## src/rtl/lpsc_pkg.sv

```systemverilog
package lpsc_pkg;

    typedef enum logic [1:0] {
        ENT_NONE = 2'd0,
        ENT_WFI  = 2'd1,
        ENT_WFE  = 2'd2,
        ENT_EXIT = 2'd3
    } entry_t;

    typedef enum logic {
        PM_LPRUN   = 1'b0,
        PM_LPSLEEP = 1'b1
    } pmode_t;

    typedef struct packed {
        logic en_pend;
        logic any_pend;
        logic evt_set;
    } wake_src_t;

    typedef struct packed {
        logic wfi;
        logic wfe;
        logic exc_ret;
        logic deep;
        logic exit_en;
        logic sev_pend;
    } req_t;

    function automatic logic wake_hit(entry_t kind, wake_src_t s, logic sev);
        logic hit;
        case (kind)
            ENT_WFI, ENT_EXIT: hit = s.en_pend;
            ENT_WFE:           hit = s.evt_set | (sev & s.any_pend);
            default:           hit = 1'b0;
        endcase
        return hit;
    endfunction

endpackage

```

## src/rtl/lpsc_pend_scan.sv

```systemverilog
module lpsc_pend_scan
    import lpsc_pkg::*;
#(
    parameter int N_IRQ = 8
) (
    input  logic             clk,
    input  logic             rst,
    input  logic [N_IRQ-1:0] irq_pend,
    input  logic [N_IRQ-1:0] irq_en,
    input  logic             evt_in,
    input  logic             sev_pend,
    output wake_src_t        src
);
    logic [N_IRQ-1:0] prev_q;
    logic [N_IRQ-1:0] rise;

    always_ff @(posedge clk) begin
        if (rst) prev_q <= '0;
        else     prev_q <= irq_pend;
    end

    for (genvar i = 0; i < N_IRQ; i++) begin : g_edge
        assign rise[i] = irq_pend[i] & ~prev_q[i];
    end

    always_comb begin
        src.en_pend  = |(irq_pend & irq_en);
        src.any_pend = |irq_pend;
        src.evt_set  = evt_in | (sev_pend & (|rise));
    end
endmodule

```

## src/rtl/lpsc_evt_latch.sv

```systemverilog
module lpsc_evt_latch (
    input  logic clk,
    input  logic rst,
    input  logic set,
    input  logic clr,
    output logic q
);
    always_ff @(posedge clk) begin
        if (rst)      q <= 1'b0;
        else if (clr) q <= 1'b0;
        else if (set) q <= 1'b1;
    end

    AST_EVT_LATCH_SET: assert property (@(posedge clk) disable iff (rst)
        (set && !clr) |=> q);
endmodule

```

## src/rtl/lpsc_mode_fsm.sv

```systemverilog
module lpsc_mode_fsm
    import lpsc_pkg::*;
(
    input  logic      clk,
    input  logic      rst,
    input  req_t      req,
    input  wake_src_t src,
    input  logic      evt_lat,
    output logic      asleep,
    output logic      wake,
    output logic      lat_clr
);
    entry_t kind_q;
    logic   evt_pend;
    logic   wfi_go, wfe_try, wfe_go, exit_go, consume;

    always_comb begin
        wake     = asleep && wake_hit(kind_q, src, req.sev_pend);
        evt_pend = evt_lat | src.evt_set;
        wfi_go   = !asleep && req.wfi && !req.deep && !src.en_pend;
        wfe_try  = !asleep && !wfi_go && req.wfe && !req.deep;
        consume  = wfe_try && evt_pend;
        wfe_go   = wfe_try && !evt_pend;
        exit_go  = !asleep && !wfi_go && !wfe_try && req.exc_ret &&
                   req.exit_en && !req.deep && !src.en_pend;
        lat_clr  = consume || (wake && kind_q == ENT_WFE);
    end

    always_ff @(posedge clk) begin
        if (rst) begin
            asleep <= 1'b0;
            kind_q <= ENT_NONE;
        end else if (wake) begin
            asleep <= 1'b0;
            kind_q <= ENT_NONE;
        end else if (wfi_go) begin
            asleep <= 1'b1;
            kind_q <= ENT_WFI;
        end else if (wfe_go) begin
            asleep <= 1'b1;
            kind_q <= ENT_WFE;
        end else if (exit_go) begin
            asleep <= 1'b1;
            kind_q <= ENT_EXIT;
        end
    end

    AST_WAKE_LEAVES_SLEEP: assert property (@(posedge clk) disable iff (rst)
        (asleep && wake) |=> !asleep);
    AST_DEEP_BLOCKS_ENTRY: assert property (@(posedge clk) disable iff (rst)
        (!asleep && req.deep) |=> !asleep);
    AST_IRQ_WAIT_HOLDS: assert property (@(posedge clk) disable iff (rst)
        (asleep && (kind_q == ENT_WFI || kind_q == ENT_EXIT) && !src.en_pend) |=> asleep);
    AST_EVT_WAIT_HOLDS: assert property (@(posedge clk) disable iff (rst)
        (asleep && kind_q == ENT_WFE && !src.evt_set && !(req.sev_pend && src.any_pend)) |=> asleep);
endmodule

```

## src/rtl/lp_sleep_ctrl.sv

```systemverilog
module lp_sleep_ctrl
    import lpsc_pkg::*;
#(
    parameter int N_IRQ = 8
) (
    input  logic             clk,
    input  logic             rst,
    input  logic             wfi_req,
    input  logic             wfe_req,
    input  logic             exc_ret,
    input  logic             deep_sel,
    input  logic             exit_sleep_en,
    input  logic             sev_on_pend,
    input  logic [N_IRQ-1:0] irq_pend,
    input  logic [N_IRQ-1:0] irq_en,
    input  logic             evt_in,
    output logic             clk_en,
    output logic             sleeping,
    output logic             pmode
);
    req_t      req;
    wake_src_t src;
    logic      evt_lat, asleep, wake, lat_clr;
    pmode_t    mode;

    always_comb begin
        req.wfi      = wfi_req;
        req.wfe      = wfe_req;
        req.exc_ret  = exc_ret;
        req.deep     = deep_sel;
        req.exit_en  = exit_sleep_en;
        req.sev_pend = sev_on_pend;
    end

    lpsc_pend_scan #(.N_IRQ(N_IRQ)) u_scan (
        .clk      (clk),
        .rst      (rst),
        .irq_pend (irq_pend),
        .irq_en   (irq_en),
        .evt_in   (evt_in),
        .sev_pend (sev_on_pend),
        .src      (src)
    );

    lpsc_evt_latch u_latch (
        .clk (clk),
        .rst (rst),
        .set (src.evt_set),
        .clr (lat_clr),
        .q   (evt_lat)
    );

    lpsc_mode_fsm u_fsm (
        .clk     (clk),
        .rst     (rst),
        .req     (req),
        .src     (src),
        .evt_lat (evt_lat),
        .asleep  (asleep),
        .wake    (wake),
        .lat_clr (lat_clr)
    );

    assign mode     = asleep ? PM_LPSLEEP : PM_LPRUN;
    assign pmode    = mode;
    assign sleeping = asleep;
    assign clk_en   = !asleep || wake;

    AST_PENDING_EVENT_NO_SLEEP: assert property (@(posedge clk) disable iff (rst)
        (!sleeping && evt_lat && wfe_req && !wfi_req && !deep_sel) |=> !sleeping);
endmodule

```

## config.mk

```make
export PLATFORM = sky130hd
export DESIGN_NAME = lp_sleep_ctrl
export DESIGN_NICKNAME = d
export VERILOG_FILES = /design/src/rtl/lpsc_pkg.sv /design/src/rtl/lpsc_pend_scan.sv /design/src/rtl/lpsc_evt_latch.sv /design/src/rtl/lpsc_mode_fsm.sv /design/src/rtl/lp_sleep_ctrl.sv
export SDC_FILE = /design/constraint.sdc
export NUM_CORES = 1
export LEC_CHECK = 0
export ABC_AREA = 1
export CAP_MARGIN = 5
export CORE_UTILIZATION = 35
export DETAILED_ROUTE_END_ITERATION = 10
export GPL_TIMING_DRIVEN = 0
export HOLD_SLACK_MARGIN = 0.02
export PLACE_DENSITY = 0.66
export REMOVE_ABC_BUFFERS = 1
export SLEW_MARGIN = 0
export SYNTH_ARGS = -nofsm -noshare
export SYNTH_HDL_FRONTEND = slang
export SYNTH_SLANG_ARGS = --single-unit
```

## constraint.sdc

```tcl
create_clock -name clk -period 1.1 [get_ports clk]
set_clock_uncertainty 0.05 [all_clocks]
set_input_delay 0.165 -clock clk [delete_from_list [all_inputs] [get_ports clk]]
set_output_delay 0.165 -clock clk [all_outputs]
set_load 0.03 [all_outputs]
```

; ---- After elaboration in Yosys (flattened, before gate mapping)
; Index checks and enable logic that the tools add are counted.
[totals]
reg_bits = 12
input_bits = 25
out_inout_bits = 3
wordCells = 70
[classes]
eq_ne = 3
muxes = 8
bitwise = 22
reduce_logical = 32
[op_table]
columns = op, n
row1 = OR reduction 8 bit, 3
row2 = logical AND 1 bit, 15
row3 = AND 1 bit, 10
row4 = AND 8 bit, 1
row5 = NOT 1 bit, 8
row6 = logical NOT 1 bit, 6
row7 = OR reduction 2 bit, 3
row8 = 2-to-1 mux 1 bit, 5
row9 = == test 2 bit (second input constant), 2
row10 = 2-to-1 mux 2 bit, 2
row11 = bitwise OR 1 bit, 3
row12 = nonzero test 3 bit, 1
row13 = OR reduction 3 bit, 1
row14 = == test 2 x 1 -> 1 bit (second input constant), 1
row15 = logical OR 1 bit, 2
row16 = one-hot mux 1 bit (2 select lines), 1
row17 = nonzero test 2 bit, 1

; ---- Logic depth before layout (Yosys ltp)
[depth]
ltp_word = 17
depth_mapped = 12
depth_no_buf = 12

; ---- Modules after synthesis
; From an unflattened synthesis, not the netlist that was laid out.
[unflattened]
hier_cells = 118
area_unflattened_um2 = 698.2
[by_module_without_submodules]
columns = mod, instances, cells_each, area_each_um2, seq_area_each_um2
row1 = lpsc_pend_scan, 1, 65, 392.9, 160.2
row2 = lpsc_mode_fsm, 1, 44, 251.5, 60.1
row3 = lpsc_evt_latch, 1, 6, 38.8, 20.0
row4 = lp_sleep_ctrl, 1, 3, 15.0, 0.0

; ---- Worst setup path after synthesis
; No wires, ideal clock.
[synth_timing]
kind = register to register
startpoint = reg u_fsm.asleep
endpoint = reg u_fsm.kind_q[0]
setup_ns = 0.113
arrival_time_ns = 1.232
required_ns = 0.937
setup_slack_ns = -0.294
stages_incl_launch_ff = 9
n_path_buf = 0
synth_period_minus_slack_ns = 1.394
path_cell_list = dfxtp_1 > nor2_2 > nand2_1 > nand3b_4 > nand3_2 > nor2_1 > nor2_1 > nor2_1 > nor2_1
[synth_via]
elab_chain_len = 15
word_cells_on_any_way = 20
classes_between = 2 x mux / 18 x reduce/logical
[synth_rtl]
columns = element, line
row1 = start: declaration, lpsc_mode_fsm.sv:9  ; output logic asleep,
row2 = start signal: assignment, lpsc_mode_fsm.sv:31  ; asleep <= 1'b0;
row3 = start signal: assignment, lpsc_mode_fsm.sv:34  ; asleep <= 1'b0;
row4 = start signal: assignment, lpsc_mode_fsm.sv:37  ; asleep <= 1'b1;
row5 = logical NOT 1 bit, "lpsc_mode_fsm.sv:20, lpsc_mode_fsm.sv:21, lpsc_mode_fsm.sv:24"
row6 = logical AND 1 bit (3 in a row), lpsc_mode_fsm.sv:20  ; wfi_go = !asleep && req.wfi && !req.deep && !src.en_pend;
row7 = logical NOT 1 bit, "lpsc_mode_fsm.sv:21, lpsc_mode_fsm.sv:24"
row8 = logical AND 1 bit, "lpsc_mode_fsm.sv:21, lpsc_mode_fsm.sv:24"
row9 = logical AND 1 bit (2 in a row), lpsc_mode_fsm.sv:21  ; wfe_try = !asleep && !wfi_go && req.wfe && !req.deep;
row10 = logical NOT 1 bit, lpsc_mode_fsm.sv:24  ; exit_go = !asleep && !wfi_go && !wfe_try && req.exc_ret &&
row11 = logical AND 1 bit (3 in a row), lpsc_mode_fsm.sv:24
row12 = logical AND 1 bit (2 in a row), lpsc_mode_fsm.sv:25  ; req.exit_en && !req.deep && !src.en_pend;
row13 = nonzero test 3 bit (no line), --
row14 = end signal: assignment, lpsc_mode_fsm.sv:32  ; kind_q <= ENT_NONE;
row15 = end signal: assignment, lpsc_mode_fsm.sv:35  ; kind_q <= ENT_NONE;
row16 = end signal: assignment, lpsc_mode_fsm.sv:38  ; kind_q <= ENT_WFI;
row17 = end: declaration, lpsc_mode_fsm.sv:13  ; entry_t kind_q;
; Several ways; a longest one is shown, not always the timed one.
; A chain may end at the register's enable or synchronous reset.

; ---- Final worst setup path
[layout_timing]
startpoint = reg u_scan.prev_q[3]
endpoint = out clk_en
[layout_via]
elab_chain_len = 9
[layout_rtl]
columns = element, line
row1 = start: declaration, lpsc_pend_scan.sv:14  ; logic [N_IRQ-1:0] prev_q;
row2 = start signal: assignment, lpsc_pend_scan.sv:19  ; else prev_q <= irq_pend;
row3 = NOT 1 bit, lpsc_pend_scan.sv:23  ; assign rise[i] = irq_pend[i] & ~prev_q[i];
row4 = AND 1 bit, lpsc_pend_scan.sv:23
row5 = OR reduction 8 bit, lpsc_pend_scan.sv:29  ; src.evt_set = evt_in | (sev_pend & (|rise));
row6 = AND 1 bit, lpsc_pend_scan.sv:29
row7 = bitwise OR 1 bit, lpsc_pend_scan.sv:29
row8 = bitwise OR 1 bit, lpsc_pkg.sv:34  ; ENT_WFE: hit = s.evt_set | (sev & s.any_pend);
row9 = one-hot mux 1 bit (2 select lines), lpsc_pkg.sv:32  ; case (kind)
row10 = logical AND 1 bit, lpsc_mode_fsm.sv:18  ; wake = asleep && wake_hit(kind_q, src, req.sev_pend);
row11 = logical OR 1 bit, lp_sleep_ctrl.sv:67  ; assign clk_en = !asleep || wake;
row12 = end: declaration, lp_sleep_ctrl.sv:17  ; output logic clk_en,
; No other way between the ends.

==> results_dict.tcl <==
set metrics [dict create \
    htreeDepth 1 \
    clockBufferDepth 2 \
    via_per_inst 4.26 \
    antenna-diode-count 0 \
    setup_viol 5 \
    min_period_over_period_pct 139 \
    initial_utilization_pct 39.1 \
    fin_setup_tns_ps -1210 \
    num_rows 15 \
    antenna_found_initial 0 \
    synth_area_leaders "dfxtp_1 34%, nand2_1 21%, inv_1 14%" \
    ys_types 15 \
    fp.coreArea_mm2 0.00182 \
    met3_length_um 95 \
    fmax_ghz 0.652 \
    grt_max_degree 10 \
    power_density_mw_per_mm2 1020 \
    finalCriticalPeriod_ps 1530 \
    switchingPower_uw 289 \
    multi_input_area_um2 382 \
    via_count 737 \
    rsz0062_at_grt "true" \
    place_inst 168 \
    violations "setup timing" \
    min_path_type "in2reg" \
    path_max_fanout 2 \
    syn_to_final_growth_pct 48.3 \
    fill_cells 189 \
    reg2reg_slack_ps -220 \
    hold_viol_final 0 \
    die_w_um 47.1 \
    cts_buffers 3 \
    slew-limit-headroom_pct 78.2 \
    utilization_pct 58.0 \
    arrival_ps 1320 \
    drt_first_iter_violations 12 \
    clkLatencyLatePin_ps 270 \
    wl_met2_um 749 \
    port_buffers 27 \
    yosys_warnings 0 \
    drtPass1Iterations 4 \
    pwr-share-seq_pct 43.5 \
    highest_layer "met4" \
    power_frac_clock_pct 33.1 \
    synth_top_cell_by_area "dfxtp_1" \
    layout_commonest_cell "nand2_1" \
    yosys.area.top_type_share_pct 33.7 \
    grt_pass1_wl_um 2550 \
    cts_root_buf "clkbuf_4" \
    drive_above_1_share_pct 15.5 \
    seq_area_um2 244 \
    grt_overflow 0 \
    max_cap_violations 0 \
    cts.sinks 12 \
    critPathKind "reg2out" \
    routabilityCongestion 0.714 \
    combPwrFrac_pct 23.4 \
    synth-seq-cells 12 \
    routedWlPerCell_um 9.16 \
    drcViolationCount 0 \
    syn_inst 118 \
    cts_tree "done" \
    clk_pin_slew_worst_paths_ps 80 \
    dp_hpwl_um 1250 \
    mostFrequentLayoutCells "37 x nand2_1, 27 x inv_1, 20 x nor2_1" \
    holdWs_ps 229 \
    start_kind "flop" \
    intPower_uw 784 \
    die_h_um 47.1 \
    num_io_pins 28 \
    grt_usage_pct 16.7 \
    ys_seq_area_share_pct 33.7 \
    status "finished with violations" \
    ir_drop_uv 663 \
    wl_um 1590 \
    instances_no_fill 173 \
    worst_slack_ps -433 \
    syn_area_um2 712 \
    drtAntennaViolNets 0 \
    endpoint_kind "output port" \
    grt_pass1_vias 673 \
    die_area_mm2 0.00222 \
    met1_length_um 727 \
    p_leak_uw 0.000567 \
    required_ps 880 \
    sw_frac_of_total_pct 27.0 \
    slew_violations 0 \
    fin_nets 174 \
    syn_area_per_cell_um2 6.03 \
    tightest_slew_ps 326 \
]
[routing by layer]
metal  track usage, %  up-vias
met4             6.86        0
met2             28.6       22
met1             20.2      312
met3             3.46        2
li1                 -      401
met5                0        -
[cells by family after synthesis]
logic type,synth area share (%)
simple gates,48.5
buf+inv,15.8
compound gates,1.93
flops,33.7
[path summary, 6_finish.rpt]
kind / start / endpoint / cells after the start
setup reg to reg: u_scan.prev_q[3]$_SDFF_PP0_ / u_fsm.asleep$_SDFFE_PP0P_ / 11
setup / recovery: u_scan.prev_q[3]$_SDFF_PP0_ / clk_en / 10
hold reg to reg: u_fsm.kind_q[1]$_SDFFE_PP0P_ / u_fsm.kind_q[1]$_SDFFE_PP0P_ / 2
hold / removal: irq_pend[0] / u_scan.prev_q[0]$_SDFF_PP0_ / 3
[repair_timing]
item                                    4_1_cts  5_1_grt
buffers inserted                              1        0
hold buffers                                  0        0
endpoints found under the setup margin        7        7
gates resized for setup                      23       11
pin swaps                                     3        5
[per-stage QoR]
stage / setup slack [ps] / power [uW] / instance area [um^2]
final: -433 / 1070 / 1060
after CTS: -467 / 1070 / 1030
after global placement: -986 / 728 / 1000
after global routing: -565 / 1130 / 1060
after floorplan: -500 / 601 / 701
after detailed placement: -981 / 731 / 1000
[registers in the layout, summed over array words and instances (netlist names)]
register	flops
u_latch.q	1
u_fsm.kind_q	2
u_fsm.asleep	1
u_scan.prev_q	8
[cell type report]
class | count | area share, %
clock buffer | 4 | 3.44
inverter | 27 | 9.60
multi-input combinational | 77 | 36.1
sequential | 12 | 23.1
tap | 25 | 2.96
timing repair buffer | 28 | 24.8
[worst max-delay path: stages, from the launching register on]
cell     delay [ps]
dfxtp_1         320
inv_1            30
nand2_1          40
nand2_1          50
nor2_1          110
nand2_1          70
nand2_2          70
nand3_2          70
nand2_2          80
nand3_2          60
buf_6           140
[synth_stat cells]
library cell	number
nand2_1	39
inv_1	27
nor2_1	21
dfxtp_1	12
nand3_1	7
nor2_2	2
nor2_4	2
buf_4	1
clkbuf_1	1
nand3_2	1
nand3b_1	1
nand3b_4	1
nand4_2	1
o21ai_0	1
o21ai_2	1
[power by group through the flow]
stage          combinational, uW  clock (uW)  sequential (uW)
6_report                     251         355              467
5_1_grt                      284         381              469
4_1_cts                      246         360              468
3_5_place_dp                 253           0              478
3_3_place_gp                 251           0              477
2_1_floorplan                116           0              485
No activity file was read; power rests on OpenSTA's default activity.
